**config.mk**
```make
export PLATFORM = sky130hd
export DESIGN_NAME = spi_cmd_slave
export DESIGN_NICKNAME = d
export VERILOG_FILES = /design/src/rtl/spi_cmd_pkg.sv /design/src/rtl/spi_sync.sv /design/src/rtl/spi_shifter.sv /design/src/rtl/spi_decoder.sv /design/src/rtl/spi_cmd_slave.sv
export SDC_FILE = /design/constraint.sdc
export NUM_CORES = 1
export LEC_CHECK = 0
export ABC_AREA = 0
export BUFFER_PORTS_ARGS = -buffer_cell sky130_fd_sc_hd__buf_4
export CAP_MARGIN = 20
export CORE_ASPECT_RATIO = 2
export CORE_MARGIN = 4
export CORE_UTILIZATION = 50
export CTS_CLUSTER_DIAMETER = 100
export CTS_CLUSTER_SIZE = 25
export DETAILED_ROUTE_END_ITERATION = 8
export PLACE_DENSITY = 0.7
export SLEW_MARGIN = 20
export SYNTH_ARGS = -nofsm -noshare
export SYNTH_HDL_FRONTEND = slang
export SYNTH_SLANG_ARGS = --single-unit
```
**constraint.sdc**
```tcl
create_clock -name clk -period 1.7 [get_ports clk]
set_input_delay 0.17 -clock clk [delete_from_list [all_inputs] [get_ports clk]]
set_output_delay 0.17 -clock clk [all_outputs]
set_load 0.05 [all_outputs]
```
**src/rtl/spi_cmd_pkg.sv**
```systemverilog
package spi_cmd_pkg;
  localparam int ADDR_W = 5;
  localparam int DATA_W = 10;
  localparam int CMD_W  = ADDR_W + 1 + DATA_W;
  localparam int CNT_W  = $clog2(CMD_W);

  typedef struct packed {
    logic [ADDR_W-1:0] addr;
    logic              wr;
    logic [DATA_W-1:0] data;
  } cmd_t;
endpackage

```
**src/rtl/spi_sync.sv**
```systemverilog
module spi_sync #(
  parameter int              WIDTH   = 1,
  parameter int              STAGES  = 2,
  parameter logic [WIDTH-1:0] RST_VAL = '0
) (
  input  logic             clk,
  input  logic             rst,
  input  logic [WIDTH-1:0] d,
  output logic [WIDTH-1:0] q
);
  logic [WIDTH-1:0] stg [STAGES];

  always_ff @(posedge clk) begin
    if (rst) begin
      for (int i = 0; i < STAGES; i++) stg[i] <= RST_VAL;
    end else begin
      stg[0] <= d;
      for (int i = 1; i < STAGES; i++) stg[i] <= stg[i-1];
    end
  end

  assign q = stg[STAGES-1];
endmodule

```
**src/rtl/spi_shifter.sv**
```systemverilog
module spi_shifter
  import spi_cmd_pkg::*;
(
  input  logic             clk,
  input  logic             rst,
  input  logic             cs_fall,
  input  logic             cs_active,
  input  logic             sclk_rise,
  input  logic             sclk_fall,
  input  logic             mosi,
  input  logic [CMD_W-1:0] resp,
  output logic [CMD_W-1:0] rx_word,
  output logic [CNT_W-1:0] bit_cnt,
  output logic             any_edge,
  output logic             miso
);
  logic [CMD_W-1:0] tx_sr;

  always_ff @(posedge clk) begin
    if (rst) begin
      rx_word  <= '0;
      tx_sr    <= '0;
      bit_cnt  <= '0;
      any_edge <= 1'b0;
    end else if (cs_fall) begin
      tx_sr    <= resp;
      bit_cnt  <= '0;
      any_edge <= 1'b0;
    end else if (cs_active) begin
      if (sclk_rise) begin
        rx_word  <= {rx_word[CMD_W-2:0], mosi};
        bit_cnt  <= bit_cnt + 1'b1;
        any_edge <= 1'b1;
      end
      if (sclk_fall) tx_sr <= {tx_sr[CMD_W-2:0], rx_word[0]};
    end
  end

  assign miso = tx_sr[CMD_W-1];
endmodule

```
**src/rtl/spi_decoder.sv**
```systemverilog
module spi_decoder
  import spi_cmd_pkg::*;
#(
  parameter logic [ADDR_W-1:0] ACT_ADDR = 5'd30
) (
  input  logic              clk,
  input  logic              rst,
  input  logic              cs_rise,
  input  logic [CMD_W-1:0]  rx_word,
  input  logic [CNT_W-1:0]  bit_cnt,
  input  logic              any_edge,
  input  logic [DATA_W-1:0] rdata,
  output logic              wr_stb,
  output logic              rd_stb,
  output logic [ADDR_W-1:0] addr,
  output logic [DATA_W-1:0] wdata,
  output logic              fault,
  output logic [CMD_W-1:0]  resp
);
  cmd_t cmd;
  logic blank;
  logic rd_pend;

  assign cmd   = cmd_t'(rx_word);
  assign blank = (rx_word == '0) || (rx_word == '1);

  always_ff @(posedge clk) begin
    if (rst) begin
      wr_stb  <= 1'b0;
      rd_stb  <= 1'b0;
      rd_pend <= 1'b0;
      addr    <= '0;
      wdata   <= '0;
      fault   <= 1'b0;
      resp    <= '0;
    end else begin
      wr_stb  <= 1'b0;
      rd_stb  <= 1'b0;
      rd_pend <= rd_stb;
      if (rd_pend)
        resp <= {addr, 1'b0, (addr == ACT_ADDR) ? {DATA_W{1'b0}} : rdata};
      if (cs_rise) begin
        addr  <= cmd.addr;
        wdata <= cmd.data;
        resp  <= rx_word;
        if (any_edge) begin
          if (bit_cnt != '0) fault <= 1'b1;
          else if (!blank) begin
            wr_stb <= cmd.wr;
            rd_stb <= !cmd.wr;
          end
        end
      end
    end
  end
endmodule

```
**src/rtl/spi_cmd_slave.sv**
```systemverilog
module spi_cmd_slave
  import spi_cmd_pkg::*;
#(
  parameter int                SYNC_STAGES = 2,
  parameter logic [ADDR_W-1:0] ACT_ADDR    = 5'd30
) (
  input  logic              clk,
  input  logic              rst,
  input  logic              spi_sclk,
  input  logic              spi_cs_n,
  input  logic              spi_mosi,
  output logic              spi_miso,
  output logic              reg_wr,
  output logic              reg_rd,
  output logic [ADDR_W-1:0] reg_addr,
  output logic [DATA_W-1:0] reg_wdata,
  input  logic [DATA_W-1:0] reg_rdata,
  output logic              frame_fault
);
  logic [2:0]       pins_s;
  logic             sclk_q, cs_q;
  logic             sclk_rise, sclk_fall, cs_fall, cs_rise;
  logic [CMD_W-1:0] rx_word, resp;
  logic [CNT_W-1:0] bit_cnt;
  logic             any_edge;

  spi_sync #(.WIDTH(3), .STAGES(SYNC_STAGES), .RST_VAL(3'b010)) i_sync (
    .clk(clk), .rst(rst),
    .d({spi_sclk, spi_cs_n, spi_mosi}),
    .q(pins_s)
  );

  always_ff @(posedge clk) begin
    if (rst) begin
      sclk_q <= 1'b0;
      cs_q   <= 1'b1;
    end else begin
      sclk_q <= pins_s[2];
      cs_q   <= pins_s[1];
    end
  end

  assign sclk_rise = pins_s[2] & ~sclk_q;
  assign sclk_fall = ~pins_s[2] & sclk_q;
  assign cs_fall   = ~pins_s[1] & cs_q;
  assign cs_rise   = pins_s[1] & ~cs_q;

  spi_shifter i_shift (
    .clk(clk), .rst(rst),
    .cs_fall(cs_fall), .cs_active(~pins_s[1]),
    .sclk_rise(sclk_rise), .sclk_fall(sclk_fall),
    .mosi(pins_s[0]), .resp(resp),
    .rx_word(rx_word), .bit_cnt(bit_cnt), .any_edge(any_edge),
    .miso(spi_miso)
  );

  spi_decoder #(.ACT_ADDR(ACT_ADDR)) i_dec (
    .clk(clk), .rst(rst),
    .cs_rise(cs_rise), .rx_word(rx_word), .bit_cnt(bit_cnt),
    .any_edge(any_edge), .rdata(reg_rdata),
    .wr_stb(reg_wr), .rd_stb(reg_rd), .addr(reg_addr), .wdata(reg_wdata),
    .fault(frame_fault), .resp(resp)
  );
endmodule

```
Yosys cells after proc, flatten, opt, wreduce, memory -nomap -nowiden. Memory sizes are Yosys's and may differ from the RTL's. Index checks and enable logic that the tools add are counted.

Register bits: 74. Latch bits: 0. Bits in writable memories: 6. Memory bits (read-only): 0. Input bits: 15. Output and inout port bits: 19. Logic and storage cells: 54. Memories kept: 1.

Memory list: i_sync.stg (words 2, width 3, read ports 2, clocked after memory_dff 0, write ports 2, line spi_sync.sv:11) `logic [WIDTH-1:0] stg [STAGES];`.

$add $sub $neg: 1. Multipliers: 0. Div/mod/pow operators: 0. Order comparisons: 0. Equal/unequal tests: 3. Shifts and indexed selects: 0. Muxes and demuxes: 11. Bitwise logic cells: 13. Reduce and logical (&&, ||, !) cells: 12.

Operator list (count): two-way mux 16 bit (5); == test 16 bit (second input constant) (1); zero test 16 bit (1); two-way mux 10 bit (1); inverter 1 bit (7); two-way mux 3 bit (2); AND reduction 3 bit (2); == test 5 bit (second input constant) (1); OR reduction 5 bit (1); adder 4 x 1 -> 4 bit (second input constant) (1); bitwise AND 1 bit (4); AND reduction 2 bit (2); nonzero test 2 bit (2); nonzero test 4 bit (1); two-way mux 1 bit (3); != test 2 x 1 -> 1 bit (second input constant) (1); bitwise OR 1 bit (2); OR reduction 2 bit (1); zero test 1 bit (1); logical OR 1 bit (1).

Longest topological paths before layout.
Depth in word-level cells: 5. Depth in mapped cells: 6. Mapped depth without buffers: 5.

Cells and area by module. From an unflattened synthesis, not the netlist that was laid out.

Cell total of the unflattened synthesis: 368. Area, all modules: 3280.6 um^2.

By module, submodules not included: spi_shifter (times used 1, cells each 182, area each 1539.0 um^2, sequential area each 740.7 um^2); spi_decoder (times used 1, cells each 162, area each 1480.2 um^2, sequential area each 700.7 um^2); spi_sync (times used 1, cells each 15, area each 180.2 um^2, sequential area each 120.1 um^2); spi_cmd_slave (times used 1, cells each 9, area each 81.3 um^2, sequential area each 40.0 um^2).

Least setup slack after synthesis. No wires, ideal clock.

Path type: flip-flop to flip-flop. From: reg i_dec.addr[0]. To: reg i_dec.resp[9]. Library setup time: 78 ps. Arrival time: 1463 ps. Data required time: 1622 ps. Slack: 159 ps. Stages on the path, launching flop included: 5. Buffers on the path: 0. Period minus slack after synthesis: 1541 ps. Cells stage by stage: dfxtp_1 > and4b_1 > a21oi_2 > a221oi_1 > nor3_1.

Word-level cells in the longest chain between the ends: 4.

Ends and longest elaborated chain: start, declared (line spi_decoder.sv:15) `output logic [ADDR_W-1:0] addr,`; start signal, assigned (line spi_decoder.sv:43) `addr <= cmd.addr;`; == test 5 bit (line spi_decoder.sv:41) `resp <= {addr, 1'b0, (addr == ACT_ADDR) ? {DATA_W{1'b0}} : rdata};`; two-way mux 10 bit (line spi_decoder.sv:41); two-way mux 16 bit (line spi_decoder.sv:40) `if (rd_pend)`; two-way mux 16 bit (line spi_decoder.sv:42) `if (cs_rise) begin`; end signal, assigned (line spi_decoder.sv:41); end signal, assigned (line spi_decoder.sv:45) `resp <= rx_word;`; end, declared (line spi_decoder.sv:18) `output logic [CMD_W-1:0] resp`.

Every way passes these cells. The select of a mux whose other input is x is not followed. A chain may end at the register's enable or synchronous reset.

Final worst setup path.
From: reg cs_q. To: reg i_shift.tx_sr[11].

Word-level cells in the longest chain between the ends: 3. Elaborated cells on any way between the ends: 5. Those cells by class: eq/ne: 1; mux: 1; bitwise: 1; reduce/logical: 2.

Ends and longest elaborated chain: start, declared (line spi_cmd_slave.sv:21) `logic sclk_q, cs_q;`; start signal, assigned (line spi_cmd_slave.sv:39) `cs_q <= pins_s[1];`; bitwise AND 1 bit (*) (line spi_cmd_slave.sv:45) `assign cs_fall = ~pins_s[1] & cs_q;`; != test 2 x 1 -> 1 bit (no source line) or nonzero test 2 bit (tied branches); AND reduction 2 bit (no source line); end signal, assigned (line spi_shifter.sv:26) `tx_sr <= resp;`; end signal, assigned (line spi_shifter.sv:35) `if (sclk_fall) tx_sr <= {tx_sr[CMD_W-2:0], rx_word[0]};`; end, declared (line spi_shifter.sv:17) `logic [CMD_W-1:0] tx_sr;`.

Mark *: on every way between the ends. The rest lies on a longest branch, timed or not.

==> results.ini <==
[outcome]
outcome = finished, final reports clean

[floorplan]
ios = 34
die_h_um = 119
die_area_sq_um = 7570
start_util = 0.514
die_width_um = 63.5
fp.coreArea_sq_um = 6010
floorplan.rows = 40

[logic_synthesis]
synth_top_cell_by_area = sky130_fd_sc_hd__dfxtp_1
most_common_cell_in_the_netlist = sky130_fd_sc_hd__dfxtp_1
synth_flop_cell = sky130_fd_sc_hd__dfxtp_1
ys_top_cells_by_area = sky130_fd_sc_hd__dfxtp_1, sky130_fd_sc_hd__nand2_1, sky130_fd_sc_hd__a21oi_1, sky130_fd_sc_hd__mux2i_1, sky130_fd_sc_hd__a211oi_1
synth_edf_count = 0
yosysSeqAreaShare = 0.519
synth-seq-cells = 80
post_synth.cell_area_avg_sq_um = 8.81
synth_cell_types = 31
synth_top_cells_by_count = sky130_fd_sc_hd__dfxtp_1, sky130_fd_sc_hd__nand2_1, sky130_fd_sc_hd__a21oi_1
synth_cells = 350
synth.net_count = 367
synth_largest_type_area_fraction = 0.519
ys_warn_count = 0
post_synth_instance_area_sq_um = 3080
synthArstFlopShare = 0

[global_routing]
pin_count_of_the_biggest_net_entering_global_routing = 45
wire_length_of_the_first_global_routing_pass_mm = 11.8
globalRouteTotalUtil = 0.197
grt.overflow.total = 0
grt_antenna_before_repair = 0
grt_pass1_vias = 2496

[timing]
clock.fmax_ghz = 0.675
maxSlewViolCount = 0
layout_worst_path_cycle_share = 0.872
setup_total_negative_slack_ns = 0
clock_skew_ns = 0.00621
grt_setup_unrepaired = false
timing_worst_slew_pin_value_ns = 0.451
clock_period_minus_worst_slack_ns = 1.48
report.final.setup_viol = 0
final-hold-violation-count = 0
slew_headroom = 0.699

[finish]
layout_cells_sized_above_1 = 0.187
design.final.nets = 398
layout-area-overhead-vs-synth_pct = 20.1
num_antenna_cells = 0
post_layout_nonfiller_instances = 449

[power]
power_per_cell_area_nw_per_um2 = 1050
power.ir.vdd_worst_uv = 741
cellLeakagePower_nw = 1.35

[critical_path]
worst_path_max_delay_cell = sky130_fd_sc_hd__nor2_2
worstPathCellList = inv_1 > nor2_2 > buf_12 > mux2i_1 > a211oi_1
worstSetupPathType = reg -> reg
critical_path.max_stage_delay_ns = 0.35
critical_path.endpoint_type = flip-flop
worst_ep_arrival_time_ns = 1.68
path_max_fanout = 16
worstSetupStartpointType = flip-flop
crit_required_ns = 1.90

[drt]
sum_of_routed_wire_length_over_all_layers_mm = 6.72
drt-pass1-iter-count = 4
post-route-drc-count = 0
avgViaCountPerCell = 5.53
drt_iter0_drc = 150
detail_route.wl_per_cell_um = 15.0
drt.antenna.violating_nets = 0
routed-via-count = 2485

[job]
cap_viol_max_count = 0

[clock_network]
cts_tree = yes
cts.path.max_buffers = 2
htreeDepth = 3
cts.sinks = 80
cts_repair_resize_count = 0
cts.root.buffer_cell = sky130_fd_sc_hd__clkbuf_16
clk_pin_slew_worst_paths_ns = 0.06
number_of_hold_repair_buffers_added_at_the_cts_stage = 0
postCtsSetupBuffers = 0
cts_inserted_buffers = 9
insertion_delay_ns = 0.33

[placement]
place.gp.congestion = 0.791
portBuffers = 33
place.detailed.hpwl_mm = 4.74
placed_cells = 433

[worst_hold_path]
min_path_type = in -> reg

-- power by group --
part / total (mW) / internal, mW / switching, mW
logic: 0.170 / 0.0766 / 0.0930
clock network: 1.80 / 1.11 / 0.694
registers: 1.93 / 1.91 / 0.0199
total: 3.90 / 3.09 / 0.807
-- worst max-delay path: cells and delay by family (launching register included) --
family / cells / cell delay [ns]
buffers and inverters: 2 / 0.32
multiplexers: 1 / 0.23
AND/OR/NAND/NOR: 1 / 0.35
flip-flops: 1 / 0.34
AO/OA/AOI/OAI: 1 / 0.09
-- kinds of logic (layout without fill, tap and decap cells) --
group | count (synthesis) | count (layout) | share of synthesized area
flops | 80 | 80 | 0.519
simple gates | 147 | 147 | 0.213
mux | 21 | 21 | 0.0702
compound gates | 68 | 68 | 0.138
fa+ha+maj | 2 | 2 | 0.00811
buf+inv | 29 | 65 | 0.0426
xor+xnor | 3 | 3 | 0.00852
-- state kept, by name, indices dropped and copies added (netlist names) --
signal,count
i_shift.tx_sr,16
i_shift.rx_word,16
i_shift.bit_cnt,4
i_dec.fault,1
i_dec.resp,16
sclk_q,1
i_sync.stg,6
i_dec.addr,5
cs_q,1
i_dec.rd_stb,1
i_shift.any_edge,1
i_dec.wdata,10
i_dec.wr_stb,1
i_dec.rd_pend,1
-- per-layer routing --
metal,global-route usage,share of wire,vias to the layer above
met2,0.335,0.53,43
met5,0,0,-
met3,0.0509,0.038,9
met1,0.231,0.41,1169
li1,-,-,1264
met4,0.0853,0.019,0
-- area by class of cell --
cell class	count	area, sq um
well taps	63	78.8
fillers	550	2300
inverters	4	15.0
flip-flops and latches	80	1600
clock inverters	2	12.5
repair buffers	45	363
multi-input cells	241	1360
clock buffers	14	274
-- final timing paths --
check                           slack (ns)  depth (start not counted)              from                 to
worst max-delay path                  0.22                          5              cs_q  i_shift.tx_sr[11]
worst min-delay path                  0.02                          2          spi_cs_n   i_sync.stg[0][1]
worst max register to register        0.22                          5              cs_q  i_shift.tx_sr[11]
worst min register to register        0.42                          1  i_sync.stg[0][1]   i_sync.stg[0][4]
-- metrics by stage --
step / setup WS [ns] / hold WS, ns / cell area, sq um / power, mW / util
6_report: 0.218 / 0.0231 / 3700 / 3.90 / 0.617
5_1_grt: 0.109 / 0.0254 / 3700 / 4.04 / 0.617
4_1_cts: 0.195 / 0.0135 / 3700 / 3.95 / 0.617
3_5_place_dp: 0.202 / 0.360 / 3420 / 2.14 / 0.569
3_3_place_gp: 0.294 / 0.357 / 3420 / 2.14 / 0.569
2_1_floorplan: 0.159 / 0.274 / 3080 / 2.08 / -
-- cells in the final DEF (no fill, tap or decap), types with 4 or more instances in the layout --
cell type,instances
sky130_fd_sc_hd__a211oi_1,16
sky130_fd_sc_hd__a21oi_1,38
sky130_fd_sc_hd__a221oi_1,10
sky130_fd_sc_hd__buf_4,43
sky130_fd_sc_hd__clkbuf_16,9
sky130_fd_sc_hd__dfxtp_1,80
sky130_fd_sc_hd__inv_1,4
sky130_fd_sc_hd__mux2_2,5
sky130_fd_sc_hd__mux2i_1,16
sky130_fd_sc_hd__nand2_1,72
sky130_fd_sc_hd__nand4_1,5
sky130_fd_sc_hd__nor2_1,30
sky130_fd_sc_hd__nor2b_1,6
sky130_fd_sc_hd__nor3_1,17
sky130_fd_sc_hd__nor4_1,4
Note: power is estimated with default switching activity, not from simulation.
